===== config.mk =====
export PLATFORM = sky130hd
export DESIGN_NAME = tcap_channel
export DESIGN_NICKNAME = d
export VERILOG_FILES = /design/src/rtl/tcap_pkg.sv /design/src/rtl/tcap_sync.sv /design/src/rtl/tcap_edge.sv /design/src/rtl/tcap_capture.sv /design/src/rtl/tcap_channel.sv
export SDC_FILE = /design/constraint.sdc
export NUM_CORES = 1
export LEC_CHECK = 0
export CORE_MARGIN = 4
export CORE_UTILIZATION = 50
export CTS_CLUSTER_DIAMETER = 60
export DETAILED_ROUTE_END_ITERATION = 16
export DONT_BUFFER_PORTS = 1
export MAX_ROUTING_LAYER = met4
export PLACE_DENSITY = 0.74
export SYNTH_ARGS = -nofsm -noshare
export SYNTH_HDL_FRONTEND = slang
export SYNTH_SLANG_ARGS = --single-unit

===== constraint.sdc =====
create_clock -name clk -period 1.85 [get_ports clk]
set_clock_uncertainty 0.05 [all_clocks]
set_input_delay 0.37 -clock clk [delete_from_list [all_inputs] [get_ports clk]]
set_output_delay 0.37 -clock clk [all_outputs]
set_load 0.05 [all_outputs]

===== src/rtl/tcap_pkg.sv =====
// Shared encodings and field positions for the capture channel.
// Assumes the read data width (CNT_W) is at least 9 bits.
package tcap_pkg;

    localparam int CTRL_W = 8;

    typedef enum logic [1:0] {
        EDGE_NONE = 2'b00,
        EDGE_RISE = 2'b01,
        EDGE_FALL = 2'b10,
        EDGE_BOTH = 2'b11
    } edge_mode_e;

    typedef enum logic [1:0] {
        SRC_PIN_A = 2'b00,
        SRC_PIN_B = 2'b01,
        SRC_LOW   = 2'b10,
        SRC_HIGH  = 2'b11
    } src_sel_e;

    localparam int BIT_SYNC  = 4;
    localparam int BIT_IE    = 5;
    localparam int BIT_FLAG  = 6;
    localparam int BIT_OVF   = 7;
    localparam int BIT_LEVEL = 8;

endpackage


===== src/rtl/tcap_sync.sv =====
// Two-flop synchroniser bank, one chain per asynchronous input.
// Assumes the inputs are single-bit levels without pulse-width guarantees.
module tcap_sync #(
    parameter int N_IN   = 2,
    parameter int STAGES = 2
) (
    input  logic            clk,
    input  logic            rst_n,
    input  logic [N_IN-1:0] async_in,
    output logic [N_IN-1:0] sync_out
);

    genvar gi;
    generate
        for (gi = 0; gi < N_IN; gi++) begin : g_chain
            logic [STAGES-1:0] stage_q;
            // Shift the raw level through the flop chain.
            always_ff @(posedge clk) begin
                if (!rst_n) stage_q <= '0;
                else        stage_q <= {stage_q[STAGES-2:0], async_in[gi]};
            end
            assign sync_out[gi] = stage_q[STAGES-1];
        end
    endgenerate

endmodule


===== src/rtl/tcap_edge.sv =====
// Source selection and edge qualification.
// Keeps the previous selected level; during the cycle after a source
// change the comparison is suppressed, so a switch alone yields no edge.
module tcap_edge
    import tcap_pkg::*;
(
    input  logic       clk,
    input  logic       rst_n,
    input  logic       lvl_a,
    input  logic       lvl_b,
    input  src_sel_e   src_sel,
    input  edge_mode_e edge_sel,
    input  logic       src_switch,
    output logic       sel_level,
    output logic       edge_hit
);

    logic prev_q;
    logic rise;
    logic fall;

    // Pick the level of the configured source.
    always_comb begin
        unique case (src_sel)
            SRC_PIN_A: sel_level = lvl_a;
            SRC_PIN_B: sel_level = lvl_b;
            SRC_LOW:   sel_level = 1'b0;
            default:   sel_level = 1'b1;
        endcase
    end

    // Remember the last level seen, to compare against.
    always_ff @(posedge clk) begin
        if (!rst_n) prev_q <= 1'b0;
        else        prev_q <= sel_level;
    end

    assign rise = sel_level & ~prev_q;
    assign fall = ~sel_level & prev_q;

    // Qualify the transition against the configured edge sense.
    always_comb begin
        unique case (edge_sel)
            EDGE_RISE: edge_hit = rise;
            EDGE_FALL: edge_hit = fall;
            EDGE_BOTH: edge_hit = rise | fall;
            default:   edge_hit = 1'b0;
        endcase
        if (src_switch) edge_hit = 1'b0;
    end

endmodule


===== src/rtl/tcap_capture.sv =====
// Capture register, flag, overflow and unread tracking, plus the
// hold-until-tick path for synchronised captures.
// Assumes at most one detected edge is kept pending.
module tcap_capture #(
    parameter int CNT_W = 16
) (
    input  logic             clk,
    input  logic             rst_n,
    input  logic [CNT_W-1:0] timer_val,
    input  logic             timer_tick,
    input  logic             edge_hit,
    input  logic             sync_en,
    input  logic             rd_cap,
    input  logic             clr_flag,
    input  logic             clr_ovf,
    output logic             cap_pulse,
    output logic [CNT_W-1:0] cap_val,
    output logic             flag,
    output logic             ovf
);

    logic pending_q;
    logic unread_q;

    assign cap_pulse = (edge_hit & (~sync_en | timer_tick))
                     | (pending_q & sync_en & timer_tick);

    // Hold a detected edge until the next tick in synchronise mode.
    always_ff @(posedge clk) begin
        if (!rst_n)                      pending_q <= 1'b0;
        else if (!sync_en)               pending_q <= 1'b0;
        else if (edge_hit && !timer_tick) pending_q <= 1'b1;
        else if (timer_tick)             pending_q <= 1'b0;
    end

    // Store the stamp and keep the flag, overflow and unread state.
    always_ff @(posedge clk) begin
        if (!rst_n) begin
            cap_val  <= '0;
            flag     <= 1'b0;
            ovf      <= 1'b0;
            unread_q <= 1'b0;
        end else if (cap_pulse) begin
            cap_val  <= timer_val;
            flag     <= 1'b1;
            unread_q <= 1'b1;
            if (unread_q && !rd_cap) ovf <= 1'b1;
            else if (clr_ovf)        ovf <= 1'b0;
        end else begin
            if (clr_flag) flag     <= 1'b0;
            if (clr_ovf)  ovf      <= 1'b0;
            if (rd_cap)   unread_q <= 1'b0;
        end
    end

endmodule


===== src/rtl/tcap_channel.sv =====
// Top of the capture channel: control register, write/read decode,
// and wiring of synchroniser, edge qualifier and capture store.
// Assumes CNT_W >= 9 so the status bits fit in the read word.
module tcap_channel
    import tcap_pkg::*;
#(
    parameter int CNT_W = 16
) (
    input  logic              clk,
    input  logic              rst_n,
    input  logic [CNT_W-1:0]  timer_val,
    input  logic              timer_tick,
    input  logic              src_a,
    input  logic              src_b,
    input  logic              wr_en,
    input  logic              rd_en,
    input  logic              addr,
    input  logic [CTRL_W-1:0] wdata,
    output logic [CNT_W-1:0]  rdata,
    output logic              irq
);

    edge_mode_e       edge_sel;
    src_sel_e         src_sel;
    logic             sync_en;
    logic             irq_en;
    logic             src_switch;
    logic             ctrl_wr;
    logic             rd_cap;
    logic [1:0]       lvl_sync;
    logic             sel_level;
    logic             edge_hit;
    logic             cap_pulse;
    logic [CNT_W-1:0] cap_val;
    logic             flag;
    logic             ovf;

    assign ctrl_wr = wr_en & ~addr;
    assign rd_cap  = rd_en & addr;

    // Control fields and the one-cycle source-change marker.
    always_ff @(posedge clk) begin
        if (!rst_n) begin
            edge_sel   <= EDGE_NONE;
            src_sel    <= SRC_PIN_A;
            sync_en    <= 1'b0;
            irq_en     <= 1'b0;
            src_switch <= 1'b0;
        end else begin
            src_switch <= ctrl_wr && (src_sel_e'(wdata[3:2]) != src_sel);
            if (ctrl_wr) begin
                edge_sel <= edge_mode_e'(wdata[1:0]);
                src_sel  <= src_sel_e'(wdata[3:2]);
                sync_en  <= wdata[BIT_SYNC];
                irq_en   <= wdata[BIT_IE];
            end
        end
    end

    tcap_sync #(.N_IN(2), .STAGES(2)) u_sync (
        .clk      (clk),
        .rst_n    (rst_n),
        .async_in ({src_b, src_a}),
        .sync_out (lvl_sync)
    );

    tcap_edge u_edge (
        .clk        (clk),
        .rst_n      (rst_n),
        .lvl_a      (lvl_sync[0]),
        .lvl_b      (lvl_sync[1]),
        .src_sel    (src_sel),
        .edge_sel   (edge_sel),
        .src_switch (src_switch),
        .sel_level  (sel_level),
        .edge_hit   (edge_hit)
    );

    tcap_capture #(.CNT_W(CNT_W)) u_cap (
        .clk        (clk),
        .rst_n      (rst_n),
        .timer_val  (timer_val),
        .timer_tick (timer_tick),
        .edge_hit   (edge_hit),
        .sync_en    (sync_en),
        .rd_cap     (rd_cap),
        .clr_flag   (ctrl_wr & ~wdata[BIT_FLAG]),
        .clr_ovf    (ctrl_wr & ~wdata[BIT_OVF]),
        .cap_pulse  (cap_pulse),
        .cap_val    (cap_val),
        .flag       (flag),
        .ovf        (ovf)
    );

    // Read multiplexer for the two addresses.
    always_comb begin
        rdata = '0;
        if (addr) begin
            rdata = cap_val;
        end else begin
            rdata[1:0]       = edge_sel;
            rdata[3:2]       = src_sel;
            rdata[BIT_SYNC]  = sync_en;
            rdata[BIT_IE]    = irq_en;
            rdata[BIT_FLAG]  = flag;
            rdata[BIT_OVF]   = ovf;
            rdata[BIT_LEVEL] = sel_level;
        end
    end

    assign irq = flag & irq_en;

endmodule


==> key figures, run 1 <==
Cells and area
  – Ratio of cells with drive above 1 in the final layout: 18.45%
  – Final #Nets: 201
  – Area grow syn2layout: 12.32%
  – Fillers: 249
  – Most frequent cells in the layout: nand2_1 (46), dfxtp_1 (31), mux2i_1 (15)
  – Final Cell Area: 1654 um^2
  – Ant. Diodes: 0
  – Commonest non-fill, non-tap cell in the layout: nand2_1
  – Final core utilization: 59.47%
  – Non-filler cells, final: 199

Synthesis
  – Mapped Nets: 196
  – Post-Syn Area: 1473 um^2
  – Gate Count Post-Synth: 162
  – Syn_area_per_cell: 9.091 um^2
  – Flops & latches, synth: 32
  – YS warnings: 0
  – Register area share after synthesis: 43.50%
  – Count of different cell masters after synthesis: 25

Clock tree
  – CTS Buffer Depth: 2
  – TritonCTS clock tree: yes
  – Post-CTS Hold Buffers: 0
  – Worst-path clk slew: 100 ps
  – Clk root buf: clkbuf_4
  – Total clock buffers created by CTS: 5
  – H-tree depth: 2
  – Skew-Pair Late Insertion Delay: 330 ps
  – CTS Sinks: 32

STA
  – Tcrit/Tclk final: 103.9%
  – Final min period: 1922 ps
  – Sum Neg Setup Slack: -720.4 ps
  – Fin. max-slew vios: 0
  – Final hold violation count: 0
  – Relative slew slack: 60.95%
  – RSZ-0062 raised after global routing: yes
  – Slew @ Worst Pin: 584.6 ps
  – Max Fclk: 520.4 MHz
  – Worst setup margin: -71.74 ps
  – Final setup fails: 17
  – WHS: 100.1 ps

Power
  – Pwr dens: 849.0 nW/um^2
  – P_sw: 0.0002987 W
  – Worst VDD drop: 0.9360 mV
  – Power Internal: 0.001106 W
  – Leak: 0.6611 nW
  – Combinational Power Share: 7.0%
  – Clock network power share: 42.1%
  – Sw Share: 21.27%
  – Sequential group share of total power: 50.9%

Floorplanning
  – Num rows: 19
  – Ports: 49
  – Full die area: 3878 um^2
  – Horiz. Die Dim: 62.27 um
  – Core area: 2781 um^2
  – Die Ht: 62.27 um
  – Initial Utilization: 52.95%

Status
  – Outcome: finished, violations left
  – Failing checks: setup timing

Worst setup path
  – Arrival time worst endpoint: 2140 ps
  – Crit path capture type: flop
  – CP Data Required Time: 2070 ps
  – CP Max Fanout: 7
  – Critical path cell sequence: nand2b_4 > o21a_1 > ha_1 > and2b_1 > o21ai_2 > a21oi_4 > buf_6 > mux2i_2
  – Worst Setup Start Kind: flop
  – Worst R2R Setup Slack: -70 ps
  – CP Class: reg -> reg
  – CP peak stage delay: 340 ps
  – CP max stage cell: dfxtp_2

Drt
  – Met2 wire length: 1598 um
  – DRC viols: 0
  – Max layer used: met4
  – Antenna-violating nets left: 0
  – Routed WL: 3063 um
  – Pre-Repair DR Iteration Count: 4
  – Vias per inst: 5.457
  – Via count: 1086
  – Met3 wire len: 138 um
  – Routed len/inst: 15.39 um
  – Met1 Wirelength: 1273 um
  – Initial drt markers: 21

Placement
  – Routability cong.: 0.8547
  – Placed Cells: 190
  – IO buf count: 0
  – Detail Placement HPWL: 2225 um
  – Placed cell areas: 1513 um^2

Global routing
  – Initial antenna violation count: 0
  – Vias in the first global route: 1223
  – First-pass GRT wire length: 5292 um
  – Largest net degree at the start of global routing: 50
  – Total gr overflow: 0
  – Total track usage: 17.38%

Min path
  – HP Class: in -> reg

Flow run
  – Maxcap violations: 0
[synthesized netlist by cell type]
| cell | count | area, um^2 |
|---|---|---|
| nor2_1 | 1 | 3.750 |
| ha_1 | 2 | 25.02 |
| inv_1 | 2 | 7.510 |
| nand3b_1 | 1 | 7.510 |
| xnor2_1 | 2 | 17.52 |
| nor2b_1 | 2 | 12.51 |
| clkbuf_1 | 6 | 22.52 |
| buf_6 | 1 | 11.26 |
| a32oi_1 | 1 | 8.760 |
| a21oi_1 | 3 | 15.01 |
| and2_1 | 13 | 81.33 |
| o211a_1 | 2 | 20.02 |
| nand2_1 | 46 | 172.7 |
| nand2b_1 | 2 | 12.51 |
| o21ai_0 | 3 | 15.01 |
| a21boi_0 | 7 | 52.55 |
| mux2_2 | 8 | 90.09 |
| a31o_2 | 1 | 8.760 |
| buf_2 | 2 | 10.01 |
| o21ai_1 | 1 | 5.000 |
| buf_12 | 1 | 20.02 |
| o21a_1 | 4 | 30.03 |
| and2b_1 | 3 | 22.52 |
| dfxtp_1 | 32 | 640.6 |
| mux2i_1 | 16 | 160.2 |
[routing by layer]
layer / GRT usage [%] / vias up
met5: - / -
met4: 6.897 / 0
met3: 5.946 / 6
met2: 29.66 / 27
met1: 18.29 / 513
li1: - / 540
[worst paths after layout]
path / startpoint / end / cells past startpoint
max reg2reg: src_sel[1] / u_cap.cap_val[4] / 8
max: src_sel[1] / u_cap.cap_val[4] / 8
min: rst_n / u_cap.flag / 1
min reg2reg: u_sync.g_chain[0].stage_q[0] / u_sync.g_chain[0].stage_q[1] / 1
[layout make-up]
type	count	area [um^2]	area share, %
well taps	31	38.79	2.345
inverters	2	7.507	0.4539
clock inverters	1	30.03	1.815
clock buffers	7	65.06	3.933
repair buffers	8	71.32	4.312
multi-input cells	118	799.5	48.34
flip-flops and latches	32	641.9	38.80
[cell families after synthesis]
kind of cell	Yosys count	share of synthesized area, %
and+or+nand+nor	68	21.24
DFF	32	43.50
muxes	24	16.99
AOI/OAI and AO/OA	22	10.53
buffers and inverters	12	4.843
xor gates and xnor gates	2	1.190
adders and majority gates	2	1.699
[power groups by stage]
stage	combinational [W]	clock, W	sequential (W)
final	0.0000982	0.000591	0.000715
after detailed placement	0.0000951	0	0.000731
after floorplan	0.0000955	0	0.000729
after global routing	0.000107	0.000643	0.000718
after global placement	0.0000922	0	0.000730
after CTS	0.0000973	0.000603	0.000715
[registers in the layout (all words and copies together), names as in the netlist]
| register | flops |
|---|---|
| edge_sel | 2 |
| irq_en | 1 |
| src_sel | 2 |
| src_switch | 1 |
| sync_en | 1 |
| u_cap.cap_val | 16 |
| u_cap.flag | 1 |
| u_cap.ovf | 1 |
| u_cap.pending_q | 1 |
| u_cap.unread_q | 1 |
| u_edge.prev_q | 1 |
| u_sync.g_chain.stage_q | 4 |
[worst max-delay path, delay by kind of cell (launching register included)]
family | cells | cell delay (ps)
fa+ha+maj | 1 | 270
simple gates | 2 | 350
flops | 1 | 340
buf+inv | 1 | 170
mux | 1 | 200
compound gates | 3 | 460
[stage by stage]
stage / total power, W / worst slack, ps
final: 0.001404 / -71.74
after floorplan: 0.0008241 / -28.37
after CTS: 0.001416 / -91.87
after global placement: 0.0008225 / -16.78
after global routing: 0.001468 / -182.7
after detailed placement: 0.0008264 / -76.10
[what timing repair did]
| action | 4_1_cts | 5_1_grt |
|---|---|---|
| hold endpoints to repair | 0 | 0 |
| resized for setup | 4 | 6 |
| gates cloned | 0 | 1 |
| pin swaps | 0 | 5 |
| buffers inserted | 0 | 0 |
| setup endpoints to repair | 19 | 21 |
Note: power is estimated with default switching activity, not from simulation.
==> inputs of run 2 (changes only) <==
- ABC_AREA: not set -> 1
==> run 2 against run 1 <==
  * Wire length rose by 18%
  * The run now ends clean
  * Die area rose by 3.0%
  * Global-route usage rose by 0.075 points
  * Core utilization rose by 4.4 points
  * Total power rose by 8.0%
  * Critical endpoint is now rdata[8]
==> key figures, run 2 <==
Status
  – Outcome: finished, final reports clean (was finished, violations left)

Cells and area
  – Non-filler cells, final: 265 (was 199)
  – Area grow syn2layout: 18.47% (was 12.32%)
  – Commonest non-fill, non-tap cell in the layout: nand2_1 (unchanged)
  – Ant. Diodes: 0 (unchanged)
  – Ratio of cells with drive above 1 in the final layout: 20.09% (was 18.45%)
  – Largest registers: u_cap.cap_val: 16 flops, u_sync.g_chain.stage_q: 4 flops (unchanged)
  – Final #Nets: 267 (was 201)
  – Reg with most FFs: u_cap.cap_val (unchanged)
  – Most frequent cells in the layout: nand2_1 (50), dfxtp_1 (30), inv_1 (26) (was nand2_1 (46), dfxtp_1 (31), mux2i_1 (15))
  – Largest register FFs: 16 (unchanged)

STA
  – Sum Neg Setup Slack: 0 ps (was -720.4 ps)
  – Final min period: 1796 ps (was 1922 ps)
  – Max Fclk: 556.7 MHz (was 520.4 MHz)
  – Slew @ Worst Pin: 420.2 ps (was 584.6 ps)
  – Final hold violation count: 0 (unchanged)
  – WHS: 84.92 ps (was 100.1 ps)
  – Fin. max-slew vios: 0 (unchanged)
  – Tcrit/Tclk final: 97.09% (was 103.9%)
  – Relative slew slack: 71.95% (was 60.95%)
  – Final setup fails: 0 (was 17)

Global routing
  – Total track usage: 17.45% (was 17.38%)
  – Vias in the first global route: 1249 (was 1223)
  – First-pass GRT wire length: 5402 um (was 5292 um)
  – Total gr overflow: 0 (unchanged)
  – Largest net degree at the start of global routing: 35 (was 50)
  – Initial antenna violation count: 0 (unchanged)

Placement
  – Detail Placement HPWL: 2277 um (was 2225 um)
  – IO buf count: 0 (unchanged)
  – Placed Cells: 249 (was 190)
  – Routability cong.: 0.7769 (was 0.8547)

Flow run
  – Maxcap violations: 0 (unchanged)

Worst setup path
  – CP Data Required Time: 1430 ps (was 2070 ps)
  – CP dominant cell by count: buf_4
  – Worst Setup Start Kind: flop (unchanged)
  – CP max stage cell: dfxtp_2 (unchanged)
  – CP top delay family: buffers and inverters (was compound AO/OA/AOI/OAI gates)
  – Worst R2R Setup Slack: 80 ps (was -70 ps)
  – CP Max Fanout: 3 (was 7)
  – CP peak stage delay: 340 ps (about the same)
  – Critical R2R Capture: u_cap.cap_val[2] (was u_cap.cap_val[4])
  – Reg-to-reg startpoint: src_sel[0] (was src_sel[1])
  – Cell depth of the worst setup path: 7 (was 8)
  – Arrival time worst endpoint: 1380 ps (was 2140 ps)
  – Worst Path Buf+Inv: 3 (was 1)
  – CP Class: reg -> out (was reg -> reg)
  – Critical path origin: src_sel[0] (was src_sel[1])
  – FF-to-FF path depth: 10 (was 8)
  – Crit path capture type: output port (was flop)
  – Critical path cell sequence: inv_2 > nand3_2 > nand2_2 > buf_4 > nand2_1 > o21ai_1 > buf_4 (was nand2b_4 > o21a_1 > ha_1 > and2b_1 > o21ai_2 > a21oi_4 > buf_6 > mux2i_2)

Drt
  – Initial drt markers: 56 (was 21)
  – Antenna-violating nets left: 0 (unchanged)
  – Routed len/inst: 13.60 um (was 15.39 um)
  – Vias per inst: 5.189 (was 5.457)
  – DRC viols: 0 (unchanged)
  – Via count: 1375 (was 1086)
  – Routed WL: 3605 um (was 3063 um)
  – Pre-Repair DR Iteration Count: 7 (was 4)

Synthesis
  – Mapped Nets: 251 (was 196)
  – EDFF count, synth: 0 (unchanged)
  – Synth top cells by count: nand2_1 (51), dfxtp_1 (32), inv_1 (29), a21oi_1 (22), nor2_1 (21) (was nand2_1 (46), dfxtp_1 (32), mux2i_1 (16), and2_1 (13), mux2_2 (8))
  – Gate Count Post-Synth: 217 (was 162)
  – YS warnings: 0 (unchanged)
  – Synth area leaders: dfxtp_1 (42%), nand2_1 (13%), a21oi_1 (7.2%), inv_1 (7.1%), o21ai_0 (6.2%) (was dfxtp_1 (44%), nand2_1 (12%), mux2i_1 (11%), mux2_2 (6.1%), and2_1 (5.5%))
  – Synth top area share: 42.04% (was 43.50%)
  – Register area share after synthesis: 42.04% (was 43.50%)
  – Count of different cell masters after synthesis: 20 (was 25)
  – Post-Syn Area: 1524 um^2 (was 1473 um^2)
  – Count leader, synth: nand2_1 (unchanged)
  – Ys flop type: dfxtp_1 (unchanged)
  – Syn_area_per_cell: 7.023 um^2 (was 9.091 um^2)
  – Cell taking the most area after synthesis: dfxtp_1 (unchanged)
  – Ys async rst share: 0% (unchanged)
  – Flops & latches, synth: 32 (unchanged)

Floorplanning
  – Num rows: 19 (unchanged)
  – Ports: 49 (unchanged)
  – Die Ht: 63.21 um (was 62.27 um)
  – Core area: 2829 um^2 (was 2781 um^2)
  – Initial Utilization: 53.87% (was 52.95%)
  – Full die area: 3995 um^2 (was 3878 um^2)
  – Horiz. Die Dim: 63.21 um (was 62.27 um)

Clock tree
  – Total clock buffers created by CTS: 5 (unchanged)
  – TritonCTS clock tree: yes (unchanged)
  – Skew-Pair Late Insertion Delay: 320 ps (was 330 ps)
  – CTS Buffer Depth: 2 (unchanged)
  – Worst-path clk slew: 100 ps (about the same)
  – Post-CTS Hold Buffers: 0 (unchanged)
  – Clk root buf: clkbuf_4 (unchanged)
  – H-tree depth: 2 (unchanged)
  – CTS Sinks: 32 (unchanged)

Power
  – Leak: 0.9183 nW (was 0.6611 nW)
  – Pwr dens: 839.8 nW/um^2 (was 849.0 nW/um^2)
  – Worst VDD drop: 0.5683 mV (was 0.9360 mV)

Min path
  – HP Class: in -> reg (unchanged)
  – Endpoint, Worst Hold: u_sync.g_chain[0].stage_q[0] (was u_cap.flag)
  – Hold depth: 2 (was 1)
  – HP Start: src_a (was rst_n)
==> run 2: changes by cell type after synthesis, sizes merged, moves of 3 or more <==
cell,before,now
and2b,3,0
and2,13,0
o21a,4,0
nor2,1,21
nand3b,1,11
nand2,46,51
o21ai,4,19
mux2,8,0
mux2i,16,0
a21boi,7,1
inv,2,30
nand3,0,11
a21oi,3,23
==> run 2: worst max-delay path by stage <==
| stage | to |
|---|---|
| after floorplan | rdata[4] |
| after global placement | u_cap.cap_val[8] |
| after detailed placement | u_cap.cap_val[1] |
| after CTS | u_cap.cap_val[1] |
| after global routing | u_cap.cap_val[9] |
| final | rdata[8] |
==> run 2: per-layer routing <==
layer  routed length [um]  vias up  GRT usage [%]  share of wire, %
li1                     -      717              -                 -
met2                 1697       44          27.54                47
met5                    0        -              -                 0
met3                  207        2          5.151               5.7
met4                   21        0          7.278              0.58
met1                 1679      612          20.81                47
==> run 2: what timing repair did <==
item | in CTS | in global routing
setup endpoints to repair | 0 | 16
setup buffers | 0 | 5
resized for setup | 0 | 13
==> run 2: metrics by stage <==
stage	utilization, %	power, W	worst slack (ps)	instance area [um^2]
detailed placement	56.83	0.001063	59.49	1608
floorplan	-	0.001013	-246.1	1524
CTS	59.00	0.001486	37.07	1669
global placement	56.83	0.001059	116.0	1608
finish	63.82	0.001516	53.85	1805
global route	63.82	0.001595	-34.44	1805
==> run 2: logic make-up after synthesis <==
kind of cell / count (synthesis) / synth area share [%]
simple gates: 97 / 29.06
buf+inv: 42 / 11.66
fa+ha+maj: 2 / 1.642
flops: 32 / 42.04
compound gates: 44 / 15.60
==> run 2: cell type report <==
type                       count  area [um^2]
clock buffer                   6        51.30
clock inverter                 2        10.01
fill                         259         1023
inverter                      30        112.6
multi-input combinational    143        740.7
sequential                    32        643.1
tap                           31        38.79
timing repair buffer          21        209.0
==> run 2: report_power, final <==
part           internal (W)  leakage (nW)  total, W  switching (W)
Combinational      0.000126         0.617  0.000331       0.000205
Sequential         0.000738         0.263  0.000762      0.0000236
Clock              0.000181        0.0380  0.000423       0.000242
Total               0.00105         0.918   0.00152       0.000471
